### src/rtl/dtick_pkg.sv
package dtick_pkg;
  localparam int unsigned REG_W   = 32;
  localparam int unsigned FLAG_B  = 27;
  localparam int unsigned IEN_B   = 26;
  localparam int unsigned AREL_B  = 22;
  localparam logic [REG_W-1:0] CTL_KEEP = (REG_W'(1) << IEN_B) | (REG_W'(1) << AREL_B);
endpackage

### src/rtl/dtick_counter.sv
module dtick_counter #(
  parameter int unsigned W = 32
) (
  input  logic         clk,
  input  logic         rst_n,
  input  logic         tick,
  input  logic         wr_en,
  input  logic [W-1:0] wr_val,
  input  logic         arel_en,
  input  logic [W-1:0] arel_val,
  output logic [W-1:0] count,
  output logic         expire
);
  localparam logic [W-1:0] ONE = W'(1);

  logic         at_one;
  logic         at_zero;
  logic         use_reload;
  logic [W-1:0] nxt;

  assign at_one     = (count == ONE);
  assign at_zero    = (count == '0);
  // Expiry only on a real 1 -> 0 transition that software did not preempt.
  assign expire     = tick && !wr_en && at_one;
  assign use_reload = arel_en && (arel_val != '0);

  always_comb begin
    nxt = count;
    if (wr_en) begin
      nxt = wr_val;
    end else if (tick && !at_zero) begin
      if (at_one) nxt = use_reload ? arel_val : '0;
      else        nxt = count - ONE;
    end
  end

  always_ff @(posedge clk or negedge rst_n) begin
    if (!rst_n) count <= '0;
    else        count <= nxt;
  end
endmodule

### src/rtl/dtick_status.sv
module dtick_status #(
  parameter int unsigned RW  = 32,
  parameter int unsigned BIT = 27
) (
  input  logic          clk,
  input  logic          rst_n,
  input  logic          set_i,
  input  logic          clr_we,
  input  logic [RW-1:0] clr_mask,
  output logic          flag
);
  logic clr_hit;
  assign clr_hit = clr_we && clr_mask[BIT];

  // A new event outranks a simultaneous acknowledge so none is lost.
  always_ff @(posedge clk or negedge rst_n) begin
    if (!rst_n)       flag <= 1'b0;
    else if (set_i)   flag <= 1'b1;
    else if (clr_hit) flag <= 1'b0;
  end
endmodule

### src/rtl/dtick_ctrl.sv
module dtick_ctrl #(
  parameter int unsigned       RW   = 32,
  parameter logic [RW-1:0]     KEEP = '0
) (
  input  logic          clk,
  input  logic          rst_n,
  input  logic          we,
  input  logic [RW-1:0] wdata,
  output logic [RW-1:0] word
);
  for (genvar b = 0; b < RW; b++) begin : g_bit
    if (KEEP[b]) begin : g_kept
      always_ff @(posedge clk or negedge rst_n) begin
        if (!rst_n)  word[b] <= 1'b0;
        else if (we) word[b] <= wdata[b];
      end
    end else begin : g_tied
      assign word[b] = 1'b0;
    end
  end
endmodule

### src/rtl/dtick_dec.sv
module dtick_dec
  import dtick_pkg::*;
#(
  parameter int unsigned CW = 32
) (
  input  logic             clk,
  input  logic             rst_n,
  input  logic             tick,
  input  logic             cnt_we,
  input  logic [CW-1:0]    cnt_wdata,
  input  logic             rld_we,
  input  logic [CW-1:0]    rld_wdata,
  input  logic             ctl_we,
  input  logic [REG_W-1:0] ctl_wdata,
  input  logic             sts_clr_we,
  input  logic [REG_W-1:0] sts_clr_wdata,
  output logic [CW-1:0]    cnt_o,
  output logic [CW-1:0]    rld_o,
  output logic [REG_W-1:0] ctl_o,
  output logic [REG_W-1:0] sts_o,
  output logic             irq_o
);
  logic [CW-1:0]    rld_q;
  logic [REG_W-1:0] ctl_q;
  logic             expire;
  logic             flag;

  always_ff @(posedge clk or negedge rst_n) begin
    if (!rst_n)      rld_q <= '0;
    else if (rld_we) rld_q <= rld_wdata;
  end

  dtick_ctrl #(.RW(REG_W), .KEEP(CTL_KEEP)) u_ctrl (
    .clk(clk), .rst_n(rst_n), .we(ctl_we), .wdata(ctl_wdata), .word(ctl_q)
  );

  dtick_counter #(.W(CW)) u_cnt (
    .clk(clk), .rst_n(rst_n), .tick(tick),
    .wr_en(cnt_we), .wr_val(cnt_wdata),
    .arel_en(ctl_q[AREL_B]), .arel_val(rld_q),
    .count(cnt_o), .expire(expire)
  );

  dtick_status #(.RW(REG_W), .BIT(FLAG_B)) u_sts (
    .clk(clk), .rst_n(rst_n), .set_i(expire),
    .clr_we(sts_clr_we), .clr_mask(sts_clr_wdata), .flag(flag)
  );

  always_comb begin
    sts_o         = '0;
    sts_o[FLAG_B] = flag;
  end

  assign rld_o = rld_q;
  assign ctl_o = ctl_q;
  assign irq_o = flag && ctl_q[IEN_B];
endmodule

### config.mk
export PLATFORM = sky130hd
export DESIGN_NAME = dtick_dec
export DESIGN_NICKNAME = d
export VERILOG_FILES = /design/src/rtl/dtick_pkg.sv /design/src/rtl/dtick_counter.sv /design/src/rtl/dtick_status.sv /design/src/rtl/dtick_ctrl.sv /design/src/rtl/dtick_dec.sv
export SDC_FILE = /design/constraint.sdc
export NUM_CORES = 1
export LEC_CHECK = 0
export ABC_CLOCK_PERIOD_IN_PS = 2550
export BUFFER_PORTS_ARGS = -buffer_cell sky130_fd_sc_hd__buf_2
export CORE_AREA = 2 2 102 104
export CTS_CLUSTER_SIZE = 20
export DETAILED_ROUTE_END_ITERATION = 8
export DIE_AREA = 0 0 104 106
export PLACE_DENSITY = 0.81
export SLEW_MARGIN = 20
export SYNTH_ARGS = -nofsm -noshare
export SYNTH_HDL_FRONTEND = slang
export SYNTH_SLANG_ARGS = --single-unit
### constraint.sdc
create_clock -name clk -period 2.55 [get_ports clk]
set_clock_uncertainty 0.15 [all_clocks]
set_input_delay 0.3825 -clock clk [delete_from_list [all_inputs] [get_ports clk]]
set_output_delay 0.3825 -clock clk [all_outputs]
set_load 0.005 [all_outputs]
Word level (Yosys, flattened, before mapping):

Index checks and enable logic that the tools add are counted.

* add/sub/neg operators: 1
* eq/ne operators: 1
* mux-type cells: 6
* reduce and logical (&&, ||, !) cells: 12

Operators with widths (number)
* 2-to-1 mux 32 bit: 4
* equality test 32 x 1 -> 1 bit (second input constant): 1
* zero test 32 bit: 1
* nonzero test 32 bit: 1
* subtractor 32 x 1 -> 32 bit (second input constant): 1
* logical AND 1 bit: 6
* nonzero test 2 bit: 2
* zero test 1 bit: 2
* 2-to-1 mux 1 bit: 2

* flip-flop bits (word level): 67
* logic and storage cells: 25

Longest topological paths before layout:

Gate-level depths: netlist of the first run.

* word-level depth: 6
* gate-level depth with buffers: 9

Cells and area by module:

From an unflattened synthesis of the first run, not the netlist that was laid out.

* cells, all modules: 464
* area total of the unflattened synthesis: 4618.2 µm²

By module, submodules not included
* dtick_counter: times used 1, cells an instance 324, area each 2685.1 µm²
* dtick_dec: times used 1, cells an instance 102, area each 1595.3 µm²
* dtick_ctrl: times used 1, cells an instance 35, area each 301.5 µm²
* dtick_status: times used 1, cells an instance 3, area each 36.3 µm²

Worst setup path before layout of the first run:

OpenSTA, ideal clock, no wires.

* path type: register to register
* from: reg u_cnt.count[16]
* to: reg u_cnt.count[23]
* arrival time: 2.028 ns
* setup slack: 0.249 ns
* cell stages (with the launch flop): 7
* path buffers: 0
* clock period less this slack: 2.301 ns
* path through: dfrtp_1 or4_1 or3_4 o41ai_2 o21ai_1 a221oi_2 o21ai_1

* cells in the longest elaborated chain, start to end: 4
* elaborated cells between the ends (all ways): 9
* those cells by class: add/sub: 1; eq/ne: 1; mux: 3; reduce/logical: 4

Ends and longest elaborated chain
* start: declaration: RTL line dtick_counter.sv:11 `output logic [W-1:0] count,`
* start signal: assignment: RTL line dtick_counter.sv:39 `else count <= nxt;`
* subtractor 32 x 1 -> 32 bit, or another cell as far along: RTL line dtick_counter.sv:33 `else nxt = count - ONE;`
* 2-to-1 mux 32 bit or zero test 1 bit (tied branches): RTL line dtick_counter.sv:32, dtick_counter.sv:31
* 2-to-1 mux 32 bit or logical AND 1 bit (tied branches): RTL line dtick_counter.sv:31 `end else if (tick && !at_zero) begin`
* 2-to-1 mux 32 bit or nonzero test 2 bit (tied branches)

Parallel ways exist; a longest one is shown, timed or not. The select of a mux whose other input is x is not followed.
A chain may end at the register's enable or synchronous reset.

Worst setup path in the final report of the first run:

* from: reg u_cnt.count[16]
* to: reg u_cnt.count[12]

* cells in the longest elaborated chain, start to end: 4
* elaborated cells between the ends (all ways): 8
* those cells by class: eq/ne: 1; mux: 3; reduce/logical: 4

Ends and longest elaborated chain (RTL line)
* equality test 32 x 1 -> 1 bit or zero test 32 bit (tied branches): dtick_counter.sv:21, dtick_counter.sv:22
* 2-to-1 mux 32 bit or zero test 1 bit (tied branches): dtick_counter.sv:32, dtick_counter.sv:31
* 2-to-1 mux 32 bit or logical AND 1 bit (tied branches): dtick_counter.sv:31
* 2-to-1 mux 32 bit or nonzero test 2 bit (tied branches)

Parallel ways exist; a longest one is shown, timed or not. The select of a mux whose other input is x is not followed.

==> impl_metrics.toml, run 1 <==
[worst_setup_path]
r2r_setup_slack_ns = 0.1
cp.required_ns = 2.67
startpoint = "u_cnt.count[16]$_DFFE_PN0P_"
worstPathMaxFanout = 6
crit_arrival_ns = 2.57
worstReg2RegStart = "u_cnt.count[16]$_DFFE_PN0P_"
cp-start-kind = "flip-flop"
crit_path_end_kind = "flip-flop"
worstSetupPathType = "flip-flop to flip-flop"

[place]
place_ws_ns = 0.0557
dp_hpwl_mm = 9.75
portBuffers = 141
globalplace.congestion = 0.869

[floorplanning]
initial_core_util_pct = 42.9
dieWidth_um = 104
io_pins = 264
num_rows = 37
die_h_um = 106
placeableCoreArea_um2 = 10000
dieArea_um2 = 11000

[sta]
rsz0062_at_grt = "yes"
slew_violations = 0
setup_viol = 0
fmax_mhz = 408
period_share_pct = 96.2
worst_slack_ns = 0.0978
fin_crit_ns = 2.45
finalHoldViolCount = 0
fin_hold_ws_ns = 0.0970
worst_pin_slew_ns = 0.748
slew_headroom_pct = 50.2

[yosys]
synthArstFlopShare_pct = 100
synth_compound_area_share_pct = 17.0
synth_top_family_by_area = "compound AO/OA/AOI/OAI gates"
synth-adder-area-share_pct = 0.876
synth_simple_gate_area_share_pct = 15.6
synth_cell_types = 54
synth_ff_type = "dfrtp_1"
synth-xor-area-share_pct = 4.09
netlist_area_um2 = 4290
yosysSeqAreaShare_pct = 39.1
synthMuxAreaShare_pct = 8.93
ys_warn_count = 0
synth_edf_count = 0
avgSynthCellArea_um2 = 9.76
yosys_register_bits = 67
syn_inst = 439

[power_and_ir_drop]
p_total_uw = 2760
leakage_uw = 0.00239
power_density_nw_per_um2 = 527
vdd_drop_max_mv = 0.236

[detailed_routing]
drt_iter0_markers = 246
wirelength_mm = 13.2
drt-wirelength-per-cell_um = 18.0
first_pass_iters = 5
route.detailed.drc = 0
ant_nets = 0
vias = 3971
vias_per_cell = 5.40

[clock_network]
cts.sinks = 67
clock-root-buffer = "clkbuf_8"
cts_buffer_depth = 2
clock_latency_ns = 0.36
cts-htree-levels = 3
numCtsBuffers = 9
clkSlewWorstSetupHoldPaths_ns = 0.07
tritoncts = "built"

[finish]
final_nets = 734
regArea_um2 = 1680
antenna_cells = 0
areaGrowthSynthToFinish_pct = 22.3
nFillCells = 947
drive_gt1_share_pct = 39.5
multi_input_area_um2 = 2270

[global_route]
grt_max_degree = 66
grt_usage_pct = 23.4
overflow = 0
antenna_found_initial = 0
grt_pass1_wl_mm = 20.3
grt_pass1_vias = 3825

[status]
status = "completed"

[hold_path]
hp-class = "input pin to flip-flop"
min-delay-start = "rld_wdata[17]"

[job]
maxCapViolations = 0
==> worst paths after layout <==
path | end | cells past startpoint
worst max-delay path | u_cnt.count[12]$_DFFE_PN0P_ | 8
worst min-delay path | rld_o[17]$_DFFE_PN0P_ | 2
worst max register to register | u_cnt.count[12]$_DFFE_PN0P_ | 8
worst min register to register | u_ctrl.word[26]$_DFFE_PN0P_ | 1
max in group asynchronous | u_cnt.count[14]$_DFFE_PN0P_ | 3
min in group asynchronous | rld_o[22]$_DFFE_PN0P_ | 2
==> cells by family after synthesis <==
group | Yosys count
AOI/OAI and AO/OA | 105
xor gates and xnor gates | 20
adders and majority gates | 3
buffers and inverters | 92
DFF | 67
muxes | 34
other | 1
and+or+nand+nor | 117
==> synthesized netlist by cell type, types with 7 or more instances <==
master    instances  area (um2)
dfrtp_1          67        1680
a221oi_1         20         175
xor2_1           10        87.6
o21ai_0          11        55.1
xnor2_1          10        87.6
a21oi_1          26         130
clkbuf_1         13        48.8
nor4_1           10        62.6
nand2_1          26        97.6
nor3_1           25         125
nor2_1            8        30.0
mux2_2           34         383
buf_4            65         488
o21ai_1          13        65.1
nor2b_1           7        43.8
==> placed cells by master, fill, tap and decap left out, types with 3 or more instances in the layout <==
cell	n
nor2b_1	7
clkbuf_8	10
a211oi_1	5
a21oi_1	26
xor2_1	10
and3_1	3
nor4_1	9
nor3_1	25
nand4_1	6
o31ai_1	4
clkinv_2	3
o21ai_1	13
or3_1	6
buf_4	30
conb_1	61
xnor2_1	10
inv_1	4
a22oi_1	6
o21ai_0	11
or4_1	3
dfrtp_1	66
buf_2	142
mux2_2	34
nand3_1	6
nand2_1	26
ha_1	3
nor2_1	8
a221oi_1	20
==> layout make-up <==
cell class              instances  area share (%)
clock buffers                  10            2.63
clock inverters                 5           0.573
inverters                       4           0.286
multi-input cells             341            43.2
flip-flops and latches         67            32.0
well taps                     136            3.25
repair buffers                173            18.0
==> where the power goes <==
| part | internal [uW] | switching [uW] |
|---|---|---|
| Combinational | 311 | 310 |
| Sequential | 1180 | 176 |
| Clock | 368 | 420 |
==> sequential cells by signal (all words and copies together), names as in the netlist <==
register / flops
u_ctrl.word: 2
rld_o: 32
u_cnt.count: 32
u_sts.flag: 1
==> worst max-delay path: stages (launching register included) <==
cell	delay (ns)
dfrtp_1	0.40
buf_4	0.17
nor4_4	0.31
nand3_1	0.18
buf_4	0.20
o41ai_4	0.44
buf_4	0.24
a221oi_1	0.06
nor3_1	0.21
==> what timing repair did <==
action,CTS,global route
setup endpoints to repair,0,11
hold buffers,1,0
endpoints found under the hold margin,22,0
gates resized for setup,0,6
setup buffers,0,3
==> metrics by stage <==
stage | util (%) | std cells | area [um2] | setup TNS (ns)
2_1_floorplan | - | 499 | 4510 | 0
4_1_cts | 51.8 | 731 | 5180 | 0
6_report | 52.4 | 736 | 5240 | 0
3_5_place_dp | 50.0 | 715 | 5000 | 0
5_1_grt | 52.4 | 736 | 5240 | -0.0927
3_3_place_gp | 50.0 | 715 | 5000 | 0
==> metal layers <==
layer / global-route usage (%) / vias to the layer above / wire [um]
met5: 0 / - / 0
met4: 10.0 / 0 / 246
met3: 4.48 / 22 / 979
met2: 38.4 / 217 / 6480
met1: 30.2 / 1912 / 5520
li1: - / 1820 / -
No activity file was read; power rests on OpenSTA's default activity.
==> run 2: changes to the inputs <==
--- a/config.mk
+++ b/config.mk
@@ -8,10 +8,11 @@
 export ABC_CLOCK_PERIOD_IN_PS = 2550
 export BUFFER_PORTS_ARGS = -buffer_cell sky130_fd_sc_hd__buf_2
 export CORE_AREA = 2 2 102 104
-export CTS_CLUSTER_SIZE = 20
+export CTS_CLUSTER_SIZE = 30
 export DETAILED_ROUTE_END_ITERATION = 8
 export DIE_AREA = 0 0 104 106
 export PLACE_DENSITY = 0.81
+export SETUP_SLACK_MARGIN = 0.15
 export SLEW_MARGIN = 20
 export SYNTH_ARGS = -nofsm -noshare
 export SYNTH_HDL_FRONTEND = slang
==> run 2 against run 1 <==
Clock power about the same. Combinational power increased by 7.2%. Flip-flop and latch count unchanged. First-iteration DRC count increased by 4.5%. Maximum frequency increased by 3.9%. Critical path depth decreased by 1. Critical path type unchanged.
==> impl_metrics.toml, run 2 (synthesized netlist as in run 1, its figures left out) <==
[clock_network]
clkSlewWorstSetupHoldPaths_ns = 0.08
numCtsBuffers = 9
tritoncts = "built"
cts-htree-levels = 3
cts.sinks = 67
cts_buffer_depth = 2
clock-root-buffer = "clkbuf_8"
clock_latency_ns = 0.36

[detailed_routing]
ant_nets = 0
first_pass_iters = 5
drt_iter0_markers = 257
vias_per_cell = 5.47
wirelength_mm = 13.6
drt-wirelength-per-cell_um = 18.2
vias = 4093
route.detailed.drc = 0

[floorplanning]
initial_core_util_pct = 42.9
die_h_um = 106
io_pins = 264
num_rows = 37
placeableCoreArea_um2 = 10000
dieWidth_um = 104
dieArea_um2 = 11000

[place]
dp_hpwl_mm = 9.75
placed_cells = 715
portBuffers = 141
place_ws_ns = 0.0557
globalplace.congestion = 0.869

[power_and_ir_drop]
vdd_drop_max_mv = 0.236
power_density_nw_per_um2 = 516
p_total_uw = 2820
leakage_uw = 0.00247

[worst_setup_path]
path_cells = "nor4_4, nand4_1, buf_4, o41a_1, a21oi_1, o22ai_1, o2bb2ai_1"
path_delay_family = "compound AO/OA/AOI/OAI gates"
crit_arrival_ns = 2.46
cp.required_ns = 2.65
max_stage_delay_ns = 0.43
path_buf_inv = 1
cp-start-kind = "flip-flop"
critPathSlowestCell = "dfrtp_2"
worstPathMaxFanout = 5
worstSetupPathType = "flip-flop to flip-flop"
crit_path_end_kind = "flip-flop"

[global_route]
overflow = 0
grt_usage_pct = 24.4
grt_pass1_vias = 3909
grt_max_degree = 66
antenna_found_initial = 0
grt_pass1_wl_mm = 21.0

[finish]
areaGrowthSynthToFinish_pct = 27.4
final_cells = 748
nFillCells = 917
final_common_cell = "buf_2"
final_nets = 746
final_util_pct = 54.6
final_cell_mix = "buf_2 (143), dfrtp_1 (64), conb_1 (61)"
drive_gt1_share_pct = 43.3
antenna_cells = 0

[sta]
slew_violations = 0
rsz0062_at_grt = "yes"
worst_slack_ns = 0.189
fin_tns_setup_ns = 0
finalHoldViolCount = 0
slew_headroom_pct = 50.7
fmax_mhz = 424
period_share_pct = 92.6
fin_crit_ns = 2.36
setup_viol = 0
worst_pin_slew_ns = 0.739

[status]
status = "completed"

[hold_path]
hp-class = "input pin to flip-flop"

[job]
maxCapViolations = 0
run 2: cell count changes in the layout (fill, tap and decap cells not counted), sizes merged:
| cell | delta |
|---|---|
| buf | +11 |
| o21a | +1 |
run 2: power breakdown:
group	switching, uW	leakage, uW	internal (uW)	total, uW
Sequential	182	0.000793	1180	1360
Clock	423	0.0000839	368	791
Combinational	330	0.00159	337	667
Total	935	0.00247	1880	2820
run 2: layout make-up:
class | instances | area [um2] | area share [%]
well taps | 136 | 170 | 3.12
repair buffers | 184 | 1040 | 19.1
clock inverters | 5 | 30.0 | 0.550
multi-input cells | 342 | 2380 | 43.6
flip-flops and latches | 67 | 1680 | 30.8
clock buffers | 10 | 138 | 2.52
inverters | 4 | 15.0 | 0.275
run 2: routing by layer:
layer | share of wire [%] | up-vias | global-route usage (%)
met5 | 0 | - | 0
met4 | 2.2 | 0 | 10.1
met3 | 8.5 | 31 | 4.66
met2 | 49 | 241 | 40.0
met1 | 40 | 1968 | 31.6
li1 | - | 1853 | -
run 2: timing repair:
action | in CTS | in global routing
pin swaps | 3 | 9
setup endpoints to repair | 15 | 32
buffers inserted | 5 | 8
gates resized for setup | 7 | 30
hold endpoints to repair | 22 | 0
hold buffers | 1 | 0
cloned | 3 | 1
run 2: final timing paths:
check,from,to,slack (ns),cells past startpoint
worst min-delay path,rld_wdata[17],rld_o[17]$_DFFE_PN0P_,0.1,2
worst max register to register,u_cnt.count[5]$_DFFE_PN0P_,u_cnt.count[21]$_DFFE_PN0P_,0.19,7
min in group asynchronous,rst_n,u_ctrl.word[26]$_DFFE_PN0P_,0.38,2
worst min register to register,u_ctrl.word[26]$_DFFE_PN0P_,u_ctrl.word[26]$_DFFE_PN0P_,0.38,1
worst max-delay path,u_cnt.count[5]$_DFFE_PN0P_,u_cnt.count[21]$_DFFE_PN0P_,0.19,7
max in group asynchronous,rst_n,u_cnt.count[12]$_DFFE_PN0P_,1.14,3
run 2: stage by stage:
stage	area, um2	hold slack, ns
after global placement	5000	0.249
after global routing	5460	0.0986
after detailed placement	5000	0.249
after CTS	5270	0.0844
final	5460	0.0970
after floorplan	4510	-0.0631
